`config.mk`:
```
export PLATFORM = sky130hd
export DESIGN_NAME = lcd_frame_timer
export DESIGN_NICKNAME = d
export VERILOG_FILES = /design/src/rtl/lcdt_pkg.sv /design/src/rtl/lcdt_divider.sv /design/src/rtl/lcdt_com_seq.sv /design/src/rtl/lcdt_buf_pulse.sv /design/src/rtl/lcd_frame_timer.sv
export SDC_FILE = /design/constraint.sdc
export NUM_CORES = 1
export LEC_CHECK = 0
export ABC_AREA = 1
export BUFFER_PORTS_ARGS = -buffer_cell sky130_fd_sc_hd__buf_4
export CAP_MARGIN = 20
export CORE_MARGIN = 2
export CORE_UTILIZATION = 50
export DETAILED_ROUTE_END_ITERATION = 8
export PLACE_DENSITY_LB_ADDON = 0.15
export SYNTH_ARGS = -nofsm -noshare
export SYNTH_HDL_FRONTEND = slang
export SYNTH_SLANG_ARGS = --single-unit
export TNS_END_PERCENT = 1
```
`constraint.sdc`:
```
create_clock -name clk_i -period 2.2 [get_ports clk_i]
set_clock_uncertainty 0.1 [all_clocks]
set_input_delay 0.33 -clock clk_i [delete_from_list [all_inputs] [get_ports clk_i]]
set_output_delay 0.33 -clock clk_i [all_outputs]
set_load 0.005 [all_outputs]
```
`src/rtl/lcdt_pkg.sv`:
```
package lcdt_pkg;
  localparam int unsigned CODE_W  = 3;
  localparam int unsigned PRE_LSB = 0;
  localparam int unsigned DIV_LSB = 8;
  localparam int unsigned CFG_W   = DIV_LSB + CODE_W;
  localparam int unsigned BUF_W   = 4;

  // Buffer on-time in clk cycles; one slow period = 2**sub_log2 cycles (sub_log2 >= 1)
  function automatic int unsigned buf_cycles(input logic [BUF_W-1:0] code,
                                             input int unsigned sub_log2);
    int unsigned r;
    r = 0;
    if (code >= 4'd1 && code <= 4'd7) r = 32'd1 << (32'(code) + sub_log2);
    else if (code == 4'd8)            r = 32'd1 << (sub_log2 - 1);
    else if (code == 4'd9)            r = 32'd1 << sub_log2;
    return r;
  endfunction
endpackage

```
`src/rtl/lcdt_divider.sv`:
```
module lcdt_divider
  import lcdt_pkg::*;
#(
  parameter int unsigned SUB_LOG2      = 1,
  parameter int unsigned PRE_BASE_LOG2 = 3
) (
  input  logic              clk_i,
  input  logic              rst_ni,
  input  logic              clear_i,
  input  logic [CODE_W-1:0] presc_code_i,
  input  logic [CODE_W-1:0] div_code_i,
  output logic              step_o
);
  localparam int unsigned SHIFT0 = PRE_BASE_LOG2 + SUB_LOG2;
  localparam int unsigned CNT_W  = SHIFT0 + (1 << CODE_W) - 1;

  logic [CNT_W-1:0]  presc_cnt, presc_last;
  logic [CODE_W-1:0] div_cnt;
  logic              presc_wrap, div_wrap;

  assign presc_last = (CNT_W'(1) << (SHIFT0 + 32'(presc_code_i))) - CNT_W'(1);
  assign presc_wrap = (presc_cnt == presc_last);
  assign div_wrap   = (div_cnt == div_code_i);
  assign step_o     = ~clear_i & presc_wrap & div_wrap;

  always_ff @(posedge clk_i or negedge rst_ni) begin
    if (!rst_ni) begin
      presc_cnt <= '0;
      div_cnt   <= '0;
    end else if (clear_i) begin
      presc_cnt <= '0;
      div_cnt   <= '0;
    end else if (presc_wrap) begin
      presc_cnt <= '0;
      div_cnt   <= div_wrap ? '0 : div_cnt + 1'b1;
    end else begin
      presc_cnt <= presc_cnt + 1'b1;
    end
  end

  AST_STEP_RESTARTS: assert property (@(posedge clk_i) disable iff (!rst_ni)
    step_o |=> (presc_cnt == '0) && (div_cnt == '0));
  AST_CLEAR_ZEROES: assert property (@(posedge clk_i) disable iff (!rst_ni)
    clear_i |=> (presc_cnt == '0) && !step_o);
endmodule

```
`src/rtl/lcdt_com_seq.sv`:
```
module lcdt_com_seq #(
  parameter int unsigned NUM_COM = 6,
  parameter int unsigned IDX_W   = 3
) (
  input  logic             clk_i,
  input  logic             rst_ni,
  input  logic             clear_i,
  input  logic             step_i,
  input  logic [IDX_W-1:0] com_sel_i,
  output logic [IDX_W-1:0] last_o,
  output logic [IDX_W-1:0] idx_o,
  output logic             eof_o
);
  localparam logic [IDX_W-1:0] MAX_IDX = IDX_W'(NUM_COM - 1);

  logic [IDX_W-1:0] idx_q;
  logic             eof_q;

  assign last_o = (com_sel_i > MAX_IDX) ? MAX_IDX : com_sel_i;

  always_ff @(posedge clk_i or negedge rst_ni) begin
    if (!rst_ni) begin
      idx_q <= '0;
      eof_q <= 1'b0;
    end else if (clear_i) begin
      idx_q <= '0;
      eof_q <= 1'b0;
    end else if (step_i) begin
      // >= also recovers when the common count shrinks mid-frame
      if (idx_q >= last_o) begin
        idx_q <= '0;
        eof_q <= 1'b1;
      end else begin
        idx_q <= idx_q + 1'b1;
        eof_q <= 1'b0;
      end
    end else begin
      eof_q <= 1'b0;
    end
  end

  assign idx_o = idx_q;
  assign eof_o = eof_q;

  AST_EOF_AT_WRAP: assert property (@(posedge clk_i) disable iff (!rst_ni)
    eof_q |-> (idx_q == '0));
  AST_IDX_HOLDS: assert property (@(posedge clk_i) disable iff (!rst_ni)
    (!step_i && !clear_i) |=> $stable(idx_q));
endmodule

```
`src/rtl/lcdt_buf_pulse.sv`:
```
module lcdt_buf_pulse
  import lcdt_pkg::*;
#(
  parameter int unsigned SUB_LOG2 = 1
) (
  input  logic             clk_i,
  input  logic             rst_ni,
  input  logic             clear_i,
  input  logic             start_i,
  input  logic [BUF_W-1:0] code_i,
  output logic             on_o
);
  localparam int unsigned LEN_W = (1 << (BUF_W - 1)) + SUB_LOG2;

  logic [LEN_W-1:0] len, cnt_q;
  logic             on_q;

  assign len = LEN_W'(buf_cycles(code_i, SUB_LOG2));

  always_ff @(posedge clk_i or negedge rst_ni) begin
    if (!rst_ni) begin
      on_q  <= 1'b0;
      cnt_q <= '0;
    end else if (clear_i) begin
      on_q  <= 1'b0;
      cnt_q <= '0;
    end else if (start_i && (len != '0)) begin
      on_q  <= 1'b1;
      cnt_q <= len - 1'b1;
    end else if (on_q) begin
      if (cnt_q == '0) on_q <= 1'b0;
      else             cnt_q <= cnt_q - 1'b1;
    end
  end

  assign on_o = on_q;

  AST_BUF_RISE_AT_START: assert property (@(posedge clk_i) disable iff (!rst_ni)
    $rose(on_q) |-> $past(start_i));
  AST_BUF_OFF_CODE: assert property (@(posedge clk_i) disable iff (!rst_ni)
    (start_i && !clear_i && (len == '0) && !on_q) |=> !on_q);
endmodule

```
`src/rtl/lcd_frame_timer.sv`:
```
module lcd_frame_timer
  import lcdt_pkg::*;
#(
  parameter int unsigned SUB_LOG2      = 1,
  parameter int unsigned PRE_BASE_LOG2 = 3,
  parameter int unsigned NUM_COM       = 6,
  parameter int unsigned IDX_W         = $clog2(NUM_COM)
) (
  input  logic               clk_i,
  input  logic               rst_ni,
  input  logic               en_i,
  input  logic [CFG_W-1:0]   rate_cfg_i,
  input  logic [IDX_W-1:0]   com_sel_i,
  input  logic [BUF_W-1:0]   buf_code_i,
  output logic               tick_o,
  output logic [IDX_W-1:0]   com_idx_o,
  output logic               eof_o,
  output logic               buf_on_o,
  output logic [NUM_COM-1:0] com_act_o
);
  logic [CODE_W-1:0]   presc_code, div_code;
  logic [2*CODE_W-1:0] rate_key, rate_key_q;
  logic                en_q, restart, clear, step, tick_q;
  logic [IDX_W-1:0]    last_com;
  logic                unused_cfg;

  assign presc_code = rate_cfg_i[PRE_LSB +: CODE_W];
  assign div_code   = rate_cfg_i[DIV_LSB +: CODE_W];
  assign rate_key   = {div_code, presc_code};
  assign unused_cfg = ^rate_cfg_i[DIV_LSB-1:PRE_LSB+CODE_W];

  // Restart on enable edge or any change of the decoded divide fields
  assign restart = en_i & (~en_q | (rate_key != rate_key_q));
  assign clear   = ~en_i | restart;

  always_ff @(posedge clk_i or negedge rst_ni) begin
    if (!rst_ni) begin
      en_q       <= 1'b0;
      rate_key_q <= '0;
      tick_q     <= 1'b0;
    end else begin
      en_q       <= en_i;
      rate_key_q <= rate_key;
      tick_q     <= step;
    end
  end

  lcdt_divider #(.SUB_LOG2(SUB_LOG2), .PRE_BASE_LOG2(PRE_BASE_LOG2)) u_div (
    .clk_i, .rst_ni, .clear_i(clear),
    .presc_code_i(presc_code), .div_code_i(div_code), .step_o(step)
  );

  lcdt_com_seq #(.NUM_COM(NUM_COM), .IDX_W(IDX_W)) u_seq (
    .clk_i, .rst_ni, .clear_i(clear), .step_i(step), .com_sel_i,
    .last_o(last_com), .idx_o(com_idx_o), .eof_o
  );

  lcdt_buf_pulse #(.SUB_LOG2(SUB_LOG2)) u_buf (
    .clk_i, .rst_ni, .clear_i(clear), .start_i(step),
    .code_i(buf_code_i), .on_o(buf_on_o)
  );

  for (genvar g = 0; g < NUM_COM; g++) begin : g_act
    assign com_act_o[g] = en_i && (IDX_W'(g) <= last_com);
  end

  assign tick_o = tick_q;

  AST_TICK_SINGLE: assert property (@(posedge clk_i) disable iff (!rst_ni)
    tick_o |=> !tick_o);
  AST_EOF_WITH_TICK: assert property (@(posedge clk_i) disable iff (!rst_ni)
    eof_o |-> tick_o);
  AST_IDLE_WHEN_OFF: assert property (@(posedge clk_i) disable iff (!rst_ni)
    !en_i |=> (!tick_o && !eof_o && !buf_on_o && (com_idx_o == '0)));
  AST_ACT_OFF: assert property (@(posedge clk_i) disable iff (!rst_ni)
    !en_i |-> (com_act_o == '0));
endmodule

```
==> results of run 1 <==
-- kinds of logic (layout without fill, tap and decap cells) --
| logic type | count (synthesis) | in the layout | share of synthesized area (%) |
|---|---|---|---|
| flip-flops | 36 | 36 | 35.36 |
| buffers and inverters | 73 | 123 | 11.39 |
| AO/OA/AOI/OAI | 35 | 35 | 7.515 |
| XOR/XNOR | 9 | 9 | 3.094 |
| adder cells (fa/ha/maj) | 6 | 6 | 2.947 |
| AND/OR/NAND/NOR | 210 | 210 | 39.69 |
-- stage by stage --
| step | instances | instance area [um^2] |
|---|---|---|
| floorplan | 369 | 2547 |
| global placement | 473 | 2914 |
| detailed placement | 473 | 2914 |
| CTS | 481 | 3025 |
| global route | 486 | 3114 |
| finish | 486 | 3114 |
-- cells in the mapped netlist, drive strengths merged --
| master | number | area [um^2] |
|---|---|---|
| nor3b | 4 | 35.03 |
| nand3 | 27 | 152.7 |
| o211ai | 1 | 7.510 |
| a21oi | 11 | 55.05 |
| a32o | 1 | 10.01 |
| buf | 4 | 28.78 |
| xor2 | 2 | 17.52 |
| ha | 6 | 75.07 |
| xnor2 | 7 | 61.31 |
| and3 | 1 | 6.260 |
| o31ai | 2 | 15.01 |
| nor4 | 1 | 6.260 |
| inv | 68 | 257.8 |
| o22ai | 2 | 12.51 |
| a31oi | 1 | 6.260 |
| nor2 | 55 | 262.8 |
| nand4 | 15 | 100.1 |
| nand2 | 100 | 407.9 |
| nor2b | 2 | 12.51 |
| nor3 | 4 | 20.02 |
| nand3b | 1 | 7.510 |
| dfrtp | 36 | 900.9 |
| clkbuf | 1 | 3.750 |
| o21ai | 17 | 85.08 |
-- sequential cells by signal (all words and copies together) (netlist names) --
name	cells
u_buf.on_o	1
rate_key_q	6
u_buf.cnt_q	9
en_q	1
u_div.div_cnt	3
u_div.presc_cnt	11
u_seq.eof_o	1
tick_o	1
u_seq.idx_o	3
-- timing repair --
action | 4_1_cts | 5_1_grt
buffers inserted | 0 | 5
endpoints found under the hold margin | 36 | 0
pin swaps | 3 | 12
hold buffers | 1 | 0
endpoints found under the setup margin | 7 | 12
gates resized for setup | 1 | 12
-- final cells by class --
| class | count | area [um^2] | share of cell area, % |
|---|---|---|---|
| clock buffers | 7 | 96.34 | 3.094 |
| well taps | 67 | 83.83 | 2.692 |
| multi-input cells | 260 | 1413 | 45.36 |
| inverters | 68 | 257.7 | 8.276 |
| repair buffers | 48 | 362.8 | 11.65 |
| flip-flops and latches | 36 | 900.9 | 28.93 |
-- routing by layer --
metal / part of all wire [%] / GRT usage (%)
met5: 0 / 0
met4: 1.0 / 5.653
met3: 4.1 / 3.571
met2: 45 / 34.11
met1: 50 / 31.18
-- worst max-delay path, stage by stage (launching register included) --
cell     delay, ns
dfrtp_1       0.40
ha_4          0.17
nand3_4       0.09
nor2_1        0.10
nand2_1       0.07
nor2_2        0.15
nand3_4       0.12
nor2_4        0.16
nand4_1       0.13
nand2_2       0.12
nand2_4       0.10
nor2_4        0.16
nand3_1       0.09
nand3_1       0.10
nand2_1       0.07
-- worst paths after layout --
check,endpoint,cells after the start
min in group asynchronous,rate_key_q[1]$_DFF_PN0_,2
max,u_buf.cnt_q[7]$_DFFE_PN0P_,14
max reg2reg,u_buf.cnt_q[7]$_DFFE_PN0P_,14
min,rate_key_q[4]$_DFF_PN0_,1
max in group asynchronous,u_div.presc_cnt[8]$_DFF_PN0_,2
min reg2reg,u_buf.cnt_q[5]$_DFFE_PN0P_,2
-- power by group through the flow --
stage / combinational [mW] / clock, mW / sequential, mW
3_5_place_dp: 0.165 / 0 / 0.684
4_1_cts: 0.168 / 0.523 / 0.671
6_report: 0.168 / 0.509 / 0.672
2_1_floorplan: 0.0946 / 0 / 0.684
5_1_grt: 0.191 / 0.548 / 0.672
3_3_place_gp: 0.163 / 0 / 0.684
==> flow_summary.ini, run 1 <==
[power_and_ir_drop]
switching_share_pct = 24.95
intPower_mw = 1.012
seqPwrFrac_pct = 49.8
switching_power_mw = 0.3365
p_per_area_nw_per_um2 = 433.1
combPwrFrac_pct = 12.4
p_total_mw = 1.349
p_leak_nw = 1.652
ir_worst_vdd_mv = 0.3203
power_frac_clock_pct = 37.8

[clock_network]
cts-buffers-inserted = 5
worstSkewPairLatency_ns = 0.29
cts.htree.levels = 2
clock_path_buffers = 2
cts_tree = done
cts_num_sinks = 36
cts.clk_slew.worst_paths_ns = 0.07
cts_root_buf = clkbuf_8

[hold_path]
hold_start = rate_cfg_i[9]
hold_class = input port to flip-flop

[floorplan]
rows = 25
die_area_um2 = 5682
die_w_um = 75.38
initial_utilization_pct = 52.88
io_pins = 33
fp.dieH_um = 75.38
core_region_area_um2 = 4817

[job]
cap_violations = 0

[final_layout]
nets = 446
n_fill_cell = 462
area_growth_syn_to_layout_pct = 22.25
final_util_pct = 64.65
layout_commonest_cell = nand2_1
diodes = 0
drive_gt1_share_pct = 21.24
final_cell_mix = nand2_1, inv_1, buf_4

[synthesis]
syn_area_um2 = 2547
syn_avg_cell_area_um2 = 6.904
netlist_instances = 369
ys_seq_area_share_pct = 35.36
syn_nets = 396
ys_seq_elements = 36
ys_types = 38
ys_warn_count = 0

[drt]
via_per_inst = 4.916
antenna_left = 0
avgRoutedWirePerCell_um = 11.70
drc = 0
drt_pass1_iterations = 4
wirelength_um = 5688
drtIter0Drc = 108
vias = 2389

[timing]
setup_ws_ns = -0.05021
finalMaxSlewViolations = 0
setup_violations = 6
final.setup.tns_ns = -0.1146
period_needed_ns = 2.250
period_share_pct = 102.3
clock.fmax_mhz = 444.4
worstMarginPinSlew_ns = 0.4701
rsz0062_at_grt = true
whs_ns = 0.08467
relSlewSlack_pct = 68.37
hold_viol_final = 0

[placed_design]
place_congestion = 0.8549
place.port_buffers = 27
dp_slack_ns = -0.04374
dp_hpwl_um = 4216

[setup_path]
r2r_slack_ns = -0.05
r2r_start = u_div.presc_cnt[0]$_DFF_PN0_
startpoint = u_div.presc_cnt[0]$_DFF_PN0_
cp-end-kind = flip-flop
crit_required_ns = 2.27
crit_type = flip-flop to flip-flop
path_max_fanout = 6
arrival_ns = 2.32
cp-start-kind = flip-flop

[grt]
grt_pass1_wl_um = 9673
grt_overflow = 0
antenna_found_initial = 0
grt_pass1_vias = 2218
grt_max_degree = 37
grt_use_total_pct = 21.70

[outcome]
violations = setup timing
status = finished with violations
(Power assumes the default switching activity.)
==> run 2, diff against run 1 <==
- CORE_UTILIZATION: 50 -> 34
==> flow_summary.ini, run 2 (synthesis results as in run 1) <==
[clock_network]
cts_tree = done
clock_path_buffers = 2
cts_root_buf = clkbuf_8
cts-buffers-inserted = 5
cts_num_sinks = 36
worstSkewPairLatency_ns = 0.29
cts.htree.levels = 2
cts.clk_slew.worst_paths_ns = 0.07

[job]
cap_violations = 0

[final_layout]
largest_reg_flops = 11
final_cells = 522
ff_latch_area_um2 = 900.9
final_util_pct = 43.95
diodes = 0
n_fill_cell = 790
area_growth_syn_to_layout_pct = 25.15
drive_gt1_share_pct = 22.46
nets = 449
multiInputGateArea_um2 = 1413
top_register = u_div.presc_cnt
final_cell_mix = nand2_1, inv_1, buf_4
layout_commonest_cell = nand2_1
reg_top3 = u_div.presc_cnt (11), u_buf.cnt_q (9), rate_key_q (6)

[drt]
antenna_left = 0
drc = 0
wirelength_um = 5678
drt_pass1_iterations = 4
avgRoutedWirePerCell_um = 10.88
drtIter0Drc = 167
vias = 2388
via_per_inst = 4.575

[power_and_ir_drop]
p_total_mw = 1.430
ir_worst_vdd_mv = 0.2497
p_per_area_nw_per_um2 = 448.7
p_leak_nw = 1.673

[setup_path]
arrival_ns = 2.31
cp-start-kind = flip-flop
slowest_delay_ns = 0.35
crit_type = flip-flop to flip-flop
path_max_fanout = 6
path_cells = ha_2 > nand3_4 > nor2_2 > nand2_1 > nor2_2 > nand3_4 > nor2_4 > nand4_1 > nand2_2 > nand2_4 > nor2_4 > nand2_1 > nand2_1 > nand3_2 > nand2_1
cp-end-kind = flip-flop
crit_required_ns = 2.33
slowest_stage = dfrtp_1
crit_top_cell = nand2_1

[placed_design]
dp_hpwl_um = 4473
placed_cells = 509
place_congestion = 0.8387
place.port_buffers = 27

[grt]
grt_max_degree = 37
grt_pass1_wl_um = 10080
grt_pass1_vias = 2237
grt_overflow = 0
grt_use_total_pct = 14.78
antenna_found_initial = 0

[outcome]
status = completed

[floorplan]
rows = 31
core_region_area_um2 = 7253
die_area_um2 = 8201
initial_utilization_pct = 35.12
io_pins = 33
fp.dieH_um = 90.56
die_w_um = 90.56

[timing]
finalMaxSlewViolations = 0
final.setup.tns_ns = 0
setup_violations = 0
worstMarginPinSlew_ns = 0.4813
clock.fmax_mhz = 459.6
period_share_pct = 98.89
relSlewSlack_pct = 67.62
rsz0062_at_grt = true
whs_ns = 0.08666
hold_viol_final = 0
period_needed_ns = 2.176

[hold_path]
hold_class = input port to flip-flop
run 2: repair_timing:
item	CTS	global route
endpoints found under the hold margin	36	0
endpoints found under the setup margin	5	12
hold buffers	1	0
gates resized for setup	4	12
gates cloned	0	0
pin swaps	3	14
setup buffers	1	3
run 2: layout make-up:
type,count,share of cell area (%)
timing repair buffer,51,12.09
clock buffer,6,2.276
sequential,36,28.26
clock inverter,2,1.099
multi-input combinational,260,44.31
inverter,68,8.085
tap,99,3.885
run 2: critical path, delay by kind of cell, from the launching register on:
family | cells | cell delay (ns)
fa+ha+maj | 1 | 0.21
simple gates | 14 | 1.44
flops | 1 | 0.35
run 2: where the power goes:
group          switching, mW  internal, mW
Combinational          0.104        0.0691
Sequential           0.00333         0.668
Clock                  0.249         0.337
Total                  0.357          1.07
run 2: routing by layer:
metal / GRT usage [%] / vias up / part of all wire, % / wire length [um]
li1: - / 1266 / - / -
met1: 21.49 / 1063 / 53 / 3015
met2: 21.77 / 51 / 41 / 2321
met3: 3.005 / 8 / 4.6 / 259
met4: 5.000 / 0 / 1.4 / 81
met5: 0 / - / 0 / 0
run 2: worst paths after layout:
check | from | end | slack (ns) | cells after the start
max | u_div.presc_cnt[1]$_DFF_PN0_ | u_buf.cnt_q[7]$_DFFE_PN0P_ | 0.02 | 15
min | rate_cfg_i[10] | rate_key_q[5]$_DFF_PN0_ | 0.09 | 1
max reg2reg | u_div.presc_cnt[1]$_DFF_PN0_ | u_buf.cnt_q[7]$_DFFE_PN0P_ | 0.02 | 15
min reg2reg | u_buf.cnt_q[7]$_DFFE_PN0P_ | u_buf.cnt_q[7]$_DFFE_PN0P_ | 0.39 | 2
max in group asynchronous | rst_ni | tick_o$_DFF_PN0_ | 1.23 | 2
min in group asynchronous | rst_ni | rate_key_q[1]$_DFF_PN0_ | 0.44 | 2
run 2: through the flow:
stage	worst slack, ns	cell area (um^2)
2_1_floorplan	0.1822	2547
3_3_place_gp	-0.04452	2984
3_5_place_dp	-0.04419	2984
4_1_cts	-0.01110	3122
5_1_grt	-0.1779	3188
6_report	0.02432	3188
